[src/rtl/lsa_pkg.sv]
package lsa_pkg;
  localparam int NCLS        = 7;
  localparam int NCH         = 3;
  localparam int NSLOT       = NCLS * NCH;
  localparam int CLS_W       = 3;
  localparam int CH_W        = 2;
  localparam int IDX_W       = $clog2(NSLOT);
  localparam int CLS_RDIO    = 0;
  localparam int CLS_WRIO    = 1;
  localparam int CLS_SPECIAL = 4;

  function automatic bit slot_live(input int s);
    return !((s / NCH) == CLS_SPECIAL && (s % NCH) != 0);
  endfunction
endpackage

[src/rtl/lsa_lrs.sv]
module lsa_lrs #(
  parameter int N = 3
) (
  input  logic         clk,
  input  logic         rst_n,
  input  logic [N-1:0] req,
  input  logic         upd,
  output logic [N-1:0] gnt
);
  // older[i][j] set: entry i was selected less recently than entry j
  logic [N-1:0] older [N];

  always_comb begin
    for (int i = 0; i < N; i++) begin
      gnt[i] = req[i];
      for (int j = 0; j < N; j++)
        if (j != i && req[j] && !older[i][j]) gnt[i] = 1'b0;
    end
  end

  always_ff @(posedge clk) begin
    if (!rst_n) begin
      for (int i = 0; i < N; i++)
        for (int j = 0; j < N; j++)
          older[i][j] <= (i < j);
    end else if (upd) begin
      for (int i = 0; i < N; i++)
        for (int j = 0; j < N; j++)
          if (gnt[i])      older[i][j] <= 1'b0;
          else if (gnt[j]) older[i][j] <= 1'b1;
    end
  end


  lrs_onehot_chk: assert property (@(posedge clk) disable iff (!rst_n)
    $onehot0(gnt));

  lrs_live_chk: assert property (@(posedge clk) disable iff (!rst_n)
    (|req) |-> (|gnt));
endmodule

[src/rtl/lsa_slot_filter.sv]
module lsa_slot_filter #(
  parameter int NUM_OUT = 7,
  parameter int CRED_W  = 4
) (
  input  logic               valid,
  input  logic               dispatched,
  input  logic               pending,
  input  logic               held,
  input  logic               starve,
  input  logic               order_block,
  input  logic [CRED_W-1:0]  credit,
  input  logic [NUM_OUT-1:0] route,
  input  logic [NUM_OUT-1:0] out_busy,
  input  logic [NUM_OUT-1:0] path_busy,
  output logic               ready,
  output logic [NUM_OUT-1:0] pick
);
  logic [NUM_OUT-1:0] free_out;

  always_comb begin
    free_out = route & ~out_busy & ~path_busy;
    pick     = free_out & (~free_out + NUM_OUT'(1));
    ready    = valid && !dispatched && !pending && !held && !starve &&
               !order_block && (|credit) && (|free_out);
  end
endmodule

[src/rtl/spec_local_arb.sv]
module spec_local_arb
  import lsa_pkg::*;
#(
  parameter int NUM_OUT = 7,
  parameter int CRED_W  = 4
) (
  input  logic                      clk,
  input  logic                      rst_n,
  input  logic [NSLOT-1:0]          slot_valid,
  input  logic [NSLOT-1:0]          slot_dispatched,
  input  logic [NSLOT*NUM_OUT-1:0]  slot_route,
  input  logic [NSLOT*CRED_W-1:0]   slot_credit,
  input  logic [NSLOT-1:0]          slot_starve,
  input  logic [NCH-1:0]            rd_after_wr,
  input  logic [NUM_OUT-1:0]        out_busy,
  input  logic [NUM_OUT-1:0]        path_busy,
  input  logic                      resp_valid,
  input  logic                      resp_grant,
  output logic                      nom_valid,
  output logic [CLS_W-1:0]          nom_class,
  output logic [CH_W-1:0]           nom_chan,
  output logic [NUM_OUT-1:0]        nom_out
);
  logic [NSLOT-1:0]   pend_q, held_q, ready, sel_vec;
  logic [NUM_OUT-1:0] pick [NSLOT];
  logic [NCLS-1:0]    cls_req, cls_gnt;
  logic [NCH-1:0]     ch_gnt [NCLS];
  logic               wr_open, any_sel;
  logic [IDX_W-1:0]   sel_idx, nom_idx, s2_idx, s3_idx;
  logic [CLS_W-1:0]   sel_cls;
  logic [CH_W-1:0]    sel_ch;
  logic [NUM_OUT-1:0] sel_out;
  logic               s2_v, s3_v;

  // any outstanding write I/O packet fences younger reads
  always_comb begin
    wr_open = 1'b0;
    for (int c = 0; c < NCH; c++)
      wr_open |= slot_valid[CLS_WRIO*NCH + c] & ~slot_dispatched[CLS_WRIO*NCH + c];
  end

  for (genvar s = 0; s < NSLOT; s++) begin : g_slot
    logic live_valid, ord_blk;
    assign live_valid = slot_live(s) ? slot_valid[s] : 1'b0;
    if ((s / NCH) == CLS_RDIO) begin : g_rd
      assign ord_blk = rd_after_wr[s % NCH] & wr_open;
    end else begin : g_other
      assign ord_blk = 1'b0;
    end
    lsa_slot_filter #(.NUM_OUT(NUM_OUT), .CRED_W(CRED_W)) u_filt (
      .valid       (live_valid),
      .dispatched  (slot_dispatched[s]),
      .pending     (pend_q[s]),
      .held        (held_q[s]),
      .starve      (slot_starve[s]),
      .order_block (ord_blk),
      .credit      (slot_credit[s*CRED_W +: CRED_W]),
      .route       (slot_route[s*NUM_OUT +: NUM_OUT]),
      .out_busy    (out_busy),
      .path_busy   (path_busy),
      .ready       (ready[s]),
      .pick        (pick[s])
    );
  end

  for (genvar c = 0; c < NCLS; c++) begin : g_cls
    assign cls_req[c] = |ready[c*NCH +: NCH];
    lsa_lrs #(.N(NCH)) u_ch_lrs (
      .clk   (clk),
      .rst_n (rst_n),
      .req   (ready[c*NCH +: NCH]),
      .upd   (cls_gnt[c]),
      .gnt   (ch_gnt[c])
    );
    assign sel_vec[c*NCH +: NCH] = cls_gnt[c] ? ch_gnt[c] : '0;
  end

  assign any_sel = |cls_req;

  lsa_lrs #(.N(NCLS)) u_cls_lrs (
    .clk   (clk),
    .rst_n (rst_n),
    .req   (cls_req),
    .upd   (any_sel),
    .gnt   (cls_gnt)
  );

  always_comb begin
    sel_idx = '0;
    sel_cls = '0;
    sel_ch  = '0;
    sel_out = '0;
    for (int s = 0; s < NSLOT; s++)
      if (sel_vec[s]) begin
        sel_idx = IDX_W'(s);
        sel_cls = CLS_W'(s / NCH);
        sel_ch  = CH_W'(s % NCH);
        sel_out = pick[s];
      end
  end

  // nomination register and the two-cycle response tracking pipe
  always_ff @(posedge clk) begin
    if (!rst_n) begin
      nom_valid <= 1'b0;
      nom_class <= '0;
      nom_chan  <= '0;
      nom_out   <= '0;
      nom_idx   <= '0;
      s2_v      <= 1'b0;
      s2_idx    <= '0;
      s3_v      <= 1'b0;
      s3_idx    <= '0;
    end else begin
      nom_valid <= any_sel;
      nom_class <= sel_cls;
      nom_chan  <= sel_ch;
      nom_out   <= any_sel ? sel_out : '0;
      nom_idx   <= sel_idx;
      s2_v      <= nom_valid;
      s2_idx    <= nom_idx;
      s3_v      <= s2_v;
      s3_idx    <= s2_idx;
    end
  end

  always_ff @(posedge clk) begin
    if (!rst_n) begin
      pend_q <= '0;
      held_q <= '0;
    end else begin
      for (int s = 0; s < NSLOT; s++) begin
        if (any_sel && sel_vec[s])
          pend_q[s] <= 1'b1;
        else if (resp_valid && s3_v && s3_idx == IDX_W'(s))
          pend_q[s] <= 1'b0;
        if (resp_valid && s3_v && resp_grant && s3_idx == IDX_W'(s))
          held_q[s] <= 1'b1;
        else if (!slot_valid[s])
          held_q[s] <= 1'b0;
      end
    end
  end


  nom_one_route_chk: assert property (@(posedge clk) disable iff (!rst_n)
    nom_valid |-> $countones(nom_out) == 1);

  nom_out_free_chk: assert property (@(posedge clk) disable iff (!rst_n)
    nom_valid |-> (nom_out & $past(out_busy | path_busy)) == '0);

  starve_veto_chk: assert property (@(posedge clk) disable iff (!rst_n)
    nom_valid |-> (($past(slot_starve) >> nom_idx) & NSLOT'(1)) == '0);

  nom_had_valid_chk: assert property (@(posedge clk) disable iff (!rst_n)
    nom_valid |-> (($past(slot_valid) >> nom_idx) & NSLOT'(1)) != '0);

  no_repeat_chk: assert property (@(posedge clk) disable iff (!rst_n)
    (nom_valid && s2_v) |-> nom_idx != s2_idx);

  no_repeat_late_chk: assert property (@(posedge clk) disable iff (!rst_n)
    (nom_valid && s3_v) |-> nom_idx != s3_idx);

  resp_align_chk: assert property (@(posedge clk) disable iff (!rst_n)
    resp_valid |-> s3_v);
endmodule

[config.mk]
export PLATFORM = sky130hd
export DESIGN_NAME = spec_local_arb
export DESIGN_NICKNAME = d
export VERILOG_FILES = /design/src/rtl/lsa_pkg.sv /design/src/rtl/lsa_lrs.sv /design/src/rtl/lsa_slot_filter.sv /design/src/rtl/spec_local_arb.sv
export SDC_FILE = /design/constraint.sdc
export NUM_CORES = 1
export LEC_CHECK = 0
export BUFFER_PORTS_ARGS = -buffer_cell sky130_fd_sc_hd__buf_2
export CORE_ASPECT_RATIO = 1.25
export CORE_MARGIN = 2
export CORE_UTILIZATION = 43
export DETAILED_ROUTE_END_ITERATION = 10
export PLACE_DENSITY = 0.68
export SYNTH_ARGS = -nofsm -noshare
export SYNTH_HDL_FRONTEND = slang
export SYNTH_SLANG_ARGS = --single-unit
[constraint.sdc]
create_clock -name clk -period 4.8 [get_ports clk]
set_input_delay 0.72 -clock clk [delete_from_list [all_inputs] [get_ports clk]]
set_output_delay 0.72 -clock clk [all_outputs]
set_load 0.05 [all_outputs]
==> summary.txt, run 1 <==
Primary FF master, synth = sky130_fd_sc_hd__edfxtp_1
leakage power of the design = 0.00586 µW
CP startpoint kind = input port
total setup violations reported at the end of the flow = 0
synth cell count leaders = 178 x sky130_fd_sc_hd__nand2_1, 92 x sky130_fd_sc_hd__nor2_1, 87 x sky130_fd_sc_hd__nand3_1
Placed Instance Area = 13900 µm²
mean instance size in the synthesized netlist = 8.20 µm²
highest fanout seen on the critical path = 10
cell chain of the critical path = buf_2 > nor3b_1 > nor4_1 > a41o_1 > a31oi_1 > or3_1 > or3b_1 > buf_4 > a21oi_1 > o211ai_1 > a21boi_0
largest stage delay on the critical path = 0.86 ns
run status = completed
count of input and output buffers = 299
first-pass GRT wire length = 75.1 mm
Reg-to-Reg End = nom_out[0]
post-route clock period utilization = 93.1%
drt initial violations = 1654
Vias/cell = 6.43
hold violation total from the final report = 0
antenna diode instance count = 0
total clock sinks = 146
share of synthesized registers carrying an async set or reset = 0%
total congestion overflow = 0
minimum hold slack = 0.435 ns
DIE WIDTH = 147 µm
Synth Instances = 1340
count of nets left with antenna violations after detail routing = 0
post-layout instance area = 14500 µm²
CTS max path bufs = 2
RSZ-0062 raised after global routing = no
arrival time worst endpoint = 4.83 ns
cell taking the most area after synthesis = sky130_fd_sc_hd__edfxtp_1
Remaining DRCs = 0
Worst VDD drop = 0.281 mV
Hold Startpoint = s2_v
first-pass detailed-route iteration total = 6
kind of end point of the critical path = flip-flop
most numerous cell in the Yosys netlist = sky130_fd_sc_hd__nand2_1
transition time of the tightest slew-check pin = 1.22 ns
Post-CTS Hold Fix Bufs = 0
minimum clock period after layout = 4.47 ns
classification of the worst setup path = in -> reg
register-to-register setup slack = 0.57 ns
Filler cells = 2351
pin count of the biggest net entering global routing = 81
number of enable-type register cells in the synthesized netlist = 77
multi-input gate area in the final layout = 6870 µm²
Slew Limit Fails = 0
antenna violations before repair = 0
register area = 3690 µm²
latest clock arrival within the worst-skew pair = 0.44 ns
core footprint = 25200 µm²
ratio of cells with drive above 1 in the final layout = 34.4%
# H-tree levels = 4
sum of routed wire length over all layers = 51.1 mm
worst-case reg-to-reg path depth = 11
number of library cell types mapped by synthesis = 93
total of warnings raised by yosys = 0
Max Clock Skew = 0.00988 ns
CTS tree = done
DR WL/cell = 24.4 µm
Reg-to-Reg Start = held_q[19]
detailed-route via count = 13478
family with the most delay on the worst path = simple AND/OR/NAND/NOR gates
max capacitance violation total = 0
required arrival time at the worst endpoint = 5.17 ns
number of top-level pins = 328
quantity of gates resized following cts = 0
upper clock frequency limit = 224 MHz
post-synthesis cell area = 11000 µm²
total setup buffers inserted after CTS = 0
count of placed standard cells in the final layout, fillers left out = 2097
count of standard-cell rows = 65
sequential share of the synthesized area = 33.6%
buffer cell driving the clock tree root = sky130_fd_sc_hd__clkbuf_16
Die ar. = 26900 µm²
power density of the placed cells = 255 nW/µm²
GRT Util Overall = 37.2%
Final Net Count = 2064
post-synthesis to final-layout area growth = 32.0%
Yosys reg bits = 146
Reg clk slew, reported paths = 0.07 ns
DP HPWL = 41.6 mm
Hold Path End = s3_v
RePlAce Congestion = 0.992
Die Height = 183 µm
Min-Delay Path Depth = 1
top cell type's share of synthesized area = 21.0%
via count of the first global-routing pass = 12492
placed cell count = 2065
kind of path behind the tightest hold check = reg -> reg
effective utilization at floorplan = 43.6%
critical path's slowest cell = sky130_fd_sc_hd__nor4_1
largest cells by area after synthesis = sky130_fd_sc_hd__edfxtp_1 21%, sky130_fd_sc_hd__dfxtp_1 13%, sky130_fd_sc_hd__nand2_1 6.1%, sky130_fd_sc_hd__nand3_1 4.0%, sky130_fd_sc_hd__o21ai_0 3.3%
number of buffers created by CTS = 17
buffering stage count on the worst path with inverters included = 2
syn nets = 1655
headroom to the max-slew limit = 18.3%
[worst max-delay path by stage]
stage                                    from                     to  slack [ns]  cells past startpoint
after floorplan           slot_dispatched[19]  u_cls_lrs.older[1][4]        1.14                     11
after global placement            out_busy[1]             nom_out[0]       -0.01                     12
after detailed placement          out_busy[3]             nom_out[0]       -0.02                     12
after CTS                         out_busy[3]             nom_out[0]        0.45                     12
after global routing             path_busy[3]             nom_out[0]        0.33                     13
final                            path_busy[1]             nom_idx[2]        0.33                     11
[metrics by stage]
stage                     util, %  setup TNS [ns]  setup slack (ns)  power, µW
after global routing         57.6               0             0.333       3820
final                        57.6               0             0.333       3700
after CTS                    57.6               0             0.449       3680
after detailed placement     55.3         -0.0159           -0.0159       2380
after floorplan                 -               0              1.14       1910
after global placement       55.3         -0.0103           -0.0103       2370
[worst register-to-register path: stages, from the launching register on]
cell,delay [ns]
sky130_fd_sc_hd__dfxtp_1,0.31
sky130_fd_sc_hd__or4b_1,0.52
sky130_fd_sc_hd__or3_1,0.45
sky130_fd_sc_hd__a41o_1,0.42
sky130_fd_sc_hd__a31oi_1,0.48
sky130_fd_sc_hd__or3_1,0.32
sky130_fd_sc_hd__or3b_1,0.37
sky130_fd_sc_hd__o21ai_0,0.15
sky130_fd_sc_hd__o211a_1,0.31
sky130_fd_sc_hd__o41ai_1,0.53
sky130_fd_sc_hd__buf_4,0.19
sky130_fd_sc_hd__a21oi_1,0.06
[cells in the final DEF (no fill, tap or decap), types with 30 or more instances in the layout]
cell	instances
sky130_fd_sc_hd__a21oi_1	41
sky130_fd_sc_hd__nor2_1	92
sky130_fd_sc_hd__nand2_1	178
sky130_fd_sc_hd__nand3_1	87
sky130_fd_sc_hd__nor3_1	39
sky130_fd_sc_hd__a22oi_1	30
sky130_fd_sc_hd__buf_4	170
sky130_fd_sc_hd__nor3b_1	34
sky130_fd_sc_hd__edfxtp_1	77
sky130_fd_sc_hd__dfxtp_1	69
sky130_fd_sc_hd__buf_2	298
sky130_fd_sc_hd__o21ai_0	72
sky130_fd_sc_hd__nand4_1	39
sky130_fd_sc_hd__a31oi_1	34
[cell type report]
class	instances	share of cell area, %
Sequential cell	146	25.4
Inverter	16	0.414
Clock inverter	13	0.784
Clock buffer	19	3.13
Multi-Input combinational cell	1093	47.3
Tap cell	335	2.89
Timing Repair Buffer	475	20.0
[kinds of logic (layout without fill, tap and decap cells)]
group / count (synthesis) / in the layout / synth area share, %
and+or+nand+nor: 697 / 697 / 35.0
AOI/OAI and AO/OA: 394 / 394 / 27.3
DFF: 146 / 146 / 33.6
buffers and inverters: 101 / 523 / 3.95
muxes: 2 / 2 / 0.182
[flip-flops by register name, indices dropped and copies added, names as in the netlist, 2 cells and up]
signal and flops:
nom_class 3, pend_q 19, g_cls.u_ch_lrs.older 36, nom_out 7, held_q 19, u_cls_lrs.older 42, s2_idx 5, nom_chan 2
s3_idx 5, nom_idx 5
[report_power, final]
| group | leakage (µW) | total [µW] | internal [µW] | switching [µW] |
|---|---|---|---|---|
| clock network | 0.000284 | 1320 | 712 | 603 |
| registers | 0.00126 | 1420 | 1390 | 29.5 |
| logic | 0.00431 | 966 | 382 | 584 |
| total | 0.00586 | 3700 | 2490 | 1220 |
[per-layer routing]
metal	GRT usage [%]	up-vias	part of all wire (%)
met1	50.5	6416	41
met2	59.6	843	45
met3	5.57	110	9.9
li1	-	6109	-
met5	0	-	0
met4	15.3	0	4.2
(Power assumes the default switching activity.)
==> run 2, diff against run 1 <==
CTS_BUF_LIST = sky130_fd_sc_hd__clkbuf_16   (was default)
SLEW_MARGIN = 10   (was default)
==> summary.txt, run 2 (synthesis gave the netlist of run 1 again) <==
run status = completed
register bank with the most flops = u_cls_lrs.older
DIE WIDTH = 147 µm (unchanged)
drt initial violations = 1652 (-0.12%)
via count of the first global-routing pass = 12492 (unchanged)
CTS max path bufs = 2 (unchanged)
post-placement worst setup slack = -0.0159 ns (unchanged)
leakage power of the design = 0.00586 µW (about the same)
highest signal layer in the routed design = met4
first-pass detailed-route iteration total = 6 (unchanged)
# H-tree levels = 4 (unchanged)
effective utilization at floorplan = 43.6% (unchanged)
minimum clock period after layout = 4.45 ns (-0.0159 ns)
max capacitance violation total = 0 (unchanged)
CP startpoint kind = input port
GRT Util Overall = 37.2% (unchanged)
setup TNS = 0 ns (unchanged)
Max Clock Skew = 0.0103 ns (+0.000424 ns)
antenna violations before repair = 0 (unchanged)
DP HPWL = 41.6 mm (unchanged)
count of standard-cell rows = 65 (unchanged)
Final Net Count = 2064 (unchanged)
kind of path behind the tightest hold check = reg -> reg
Die Height = 183 µm (unchanged)
wl on met1 = 20.8 mm (-0.16%)
classification of the worst setup path = in -> reg
quantity of gates resized following cts = 0 (unchanged)
DR WL/cell = 24.4 µm (about the same)
Slew Limit Fails = 0 (unchanged)
Die ar. = 26900 µm² (unchanged)
core footprint = 25200 µm² (unchanged)
CTS tree = done
highest-count cells in the layout ignoring fill and taps = 298 x sky130_fd_sc_hd__buf_2, 178 x sky130_fd_sc_hd__nand2_1, 170 x sky130_fd_sc_hd__buf_4
pin count of the biggest net entering global routing = 81 (unchanged)
Vias/cell = 6.44 (+0.24%)
largest registers ranked by flip-flop count = u_cls_lrs.older (42), g_cls.u_ch_lrs.older (36)
post-route clock period utilization = 92.7% (-0.33 points)
number of buffers created by CTS = 17 (unchanged)
Largest register FFs = 42 (unchanged)
hold violation total from the final report = 0 (unchanged)
power density of the placed cells = 255 nW/µm² (about the same)
final worst-path setup slack = 0.349 ns (+0.0159 ns)
final total power = 3700 µW (about the same)
latest clock arrival within the worst-skew pair = 0.44 ns (about the same)
Worst VDD drop = 0.281 mV (unchanged)
Placed Instance Area = 13900 µm² (unchanged)
RePlAce Congestion = 0.992 (unchanged)
buffer cell driving the clock tree root = sky130_fd_sc_hd__clkbuf_16
arrival time worst endpoint = 4.82 ns (about the same)
ratio of cells with drive above 1 in the final layout = 34.4% (unchanged)
Met2 Wirelength = 23.2 mm (+0.27%)
most frequent standard cell in the layout excluding fill and tap cells = sky130_fd_sc_hd__buf_2
Filler cells = 2351 (unchanged)
count of input and output buffers = 299 (unchanged)
highest fanout seen on the critical path = 10 (unchanged)
total setup violations reported at the end of the flow = 0 (unchanged)
count of nets left with antenna violations after detail routing = 0 (unchanged)
met3 wire length = 5.09 mm (+0.51%)
total clock sinks = 146 (unchanged)
detailed-route via count = 13510 (+0.24%)
post-layout instance area = 14500 µm² (unchanged)
transition time of the tightest slew-check pin = 1.23 ns (+0.00793 ns)
total congestion overflow = 0 (unchanged)
post-synthesis to final-layout area growth = 32.0% (unchanged)
required arrival time at the worst endpoint = 5.17 ns (about the same)
RSZ-0062 raised after global routing = no
headroom to the max-slew limit = 17.8% (-0.53 points)
antenna diode instance count = 0 (unchanged)
number of top-level pins = 328 (unchanged)
total setup buffers inserted after CTS = 0 (unchanged)
upper clock frequency limit = 225 MHz (+0.36%)
Post-CTS Hold Fix Bufs = 0 (unchanged)
Reg clk slew, reported paths = 0.07 ns (about the same)
kind of end point of the critical path = flip-flop
Remaining DRCs = 0 (unchanged)
first-pass GRT wire length = 75.1 mm (unchanged)
sum of routed wire length over all layers = 51.1 mm (about the same)
==> run 2: changes by cell type in the layout (fill, tap and decap cells not counted), sizes merged <==
cell,previous run,this run
inv,26,27
clkbuf,19,18
==> run 2: path summary, 6_finish.rpt <==
path / startpoint / endpoint / slack [ns] / cells past startpoint
setup / recovery: path_busy[1] / nom_idx[2] / 0.35 / 11
hold / removal: s2_v / s3_v / 0.44 / 1
setup reg to reg: held_q[19] / nom_out[0] / 0.57 / 11
hold reg to reg: s2_v / s3_v / 0.44 / 1
==> run 2: layer usage <==
metal / up-vias / global-route usage (%)
li1: 6109 / -
met4: 0 / 15.3
met2: 851 / 59.6
met3: 105 / 5.57
met5: - / 0
met1: 6445 / 50.5
==> run 2: report_power, final <==
part	switching (µW)	internal [µW]
logic	585	382
registers	29.5	1390
clock network	605	709
==> run 2: worst max-delay path, stage by stage <==
cell and delay (ns):
sky130_fd_sc_hd__buf_2 0.21, sky130_fd_sc_hd__nor3b_1 0.11, sky130_fd_sc_hd__nor4_1 0.85, sky130_fd_sc_hd__a41o_1 0.57, sky130_fd_sc_hd__a31oi_1 0.29, sky130_fd_sc_hd__or3_1 0.54, sky130_fd_sc_hd__or3b_1 0.57, sky130_fd_sc_hd__buf_4 0.21
sky130_fd_sc_hd__a21oi_1 0.35, sky130_fd_sc_hd__o211ai_1 0.18, sky130_fd_sc_hd__a21boi_0 0.21
==> run 2: through the flow <==
stage / hold slack (ns) / std cells / utilization (%)
2_1_floorplan: 0.412 / 1340 / -
3_3_place_gp: 0.418 / 2065 / 55.3
3_5_place_dp: 0.421 / 2065 / 55.3
4_1_cts: 0.438 / 2097 / 57.6
5_1_grt: 0.457 / 2097 / 57.6
6_report: 0.435 / 2097 / 57.6
==> run 2: final cells by class <==
type                            count  area (µm²)  area share [%]
Inverter                           16        60.1           0.414
Sequential cell                   146        3690            25.4
Clock inverter                     14         118           0.810
Tap cell                          335         419            2.89
Multi-Input combinational cell   1093        6870            47.3
Clock buffer                       18         450            3.10
Timing Repair Buffer              475        2910            20.0
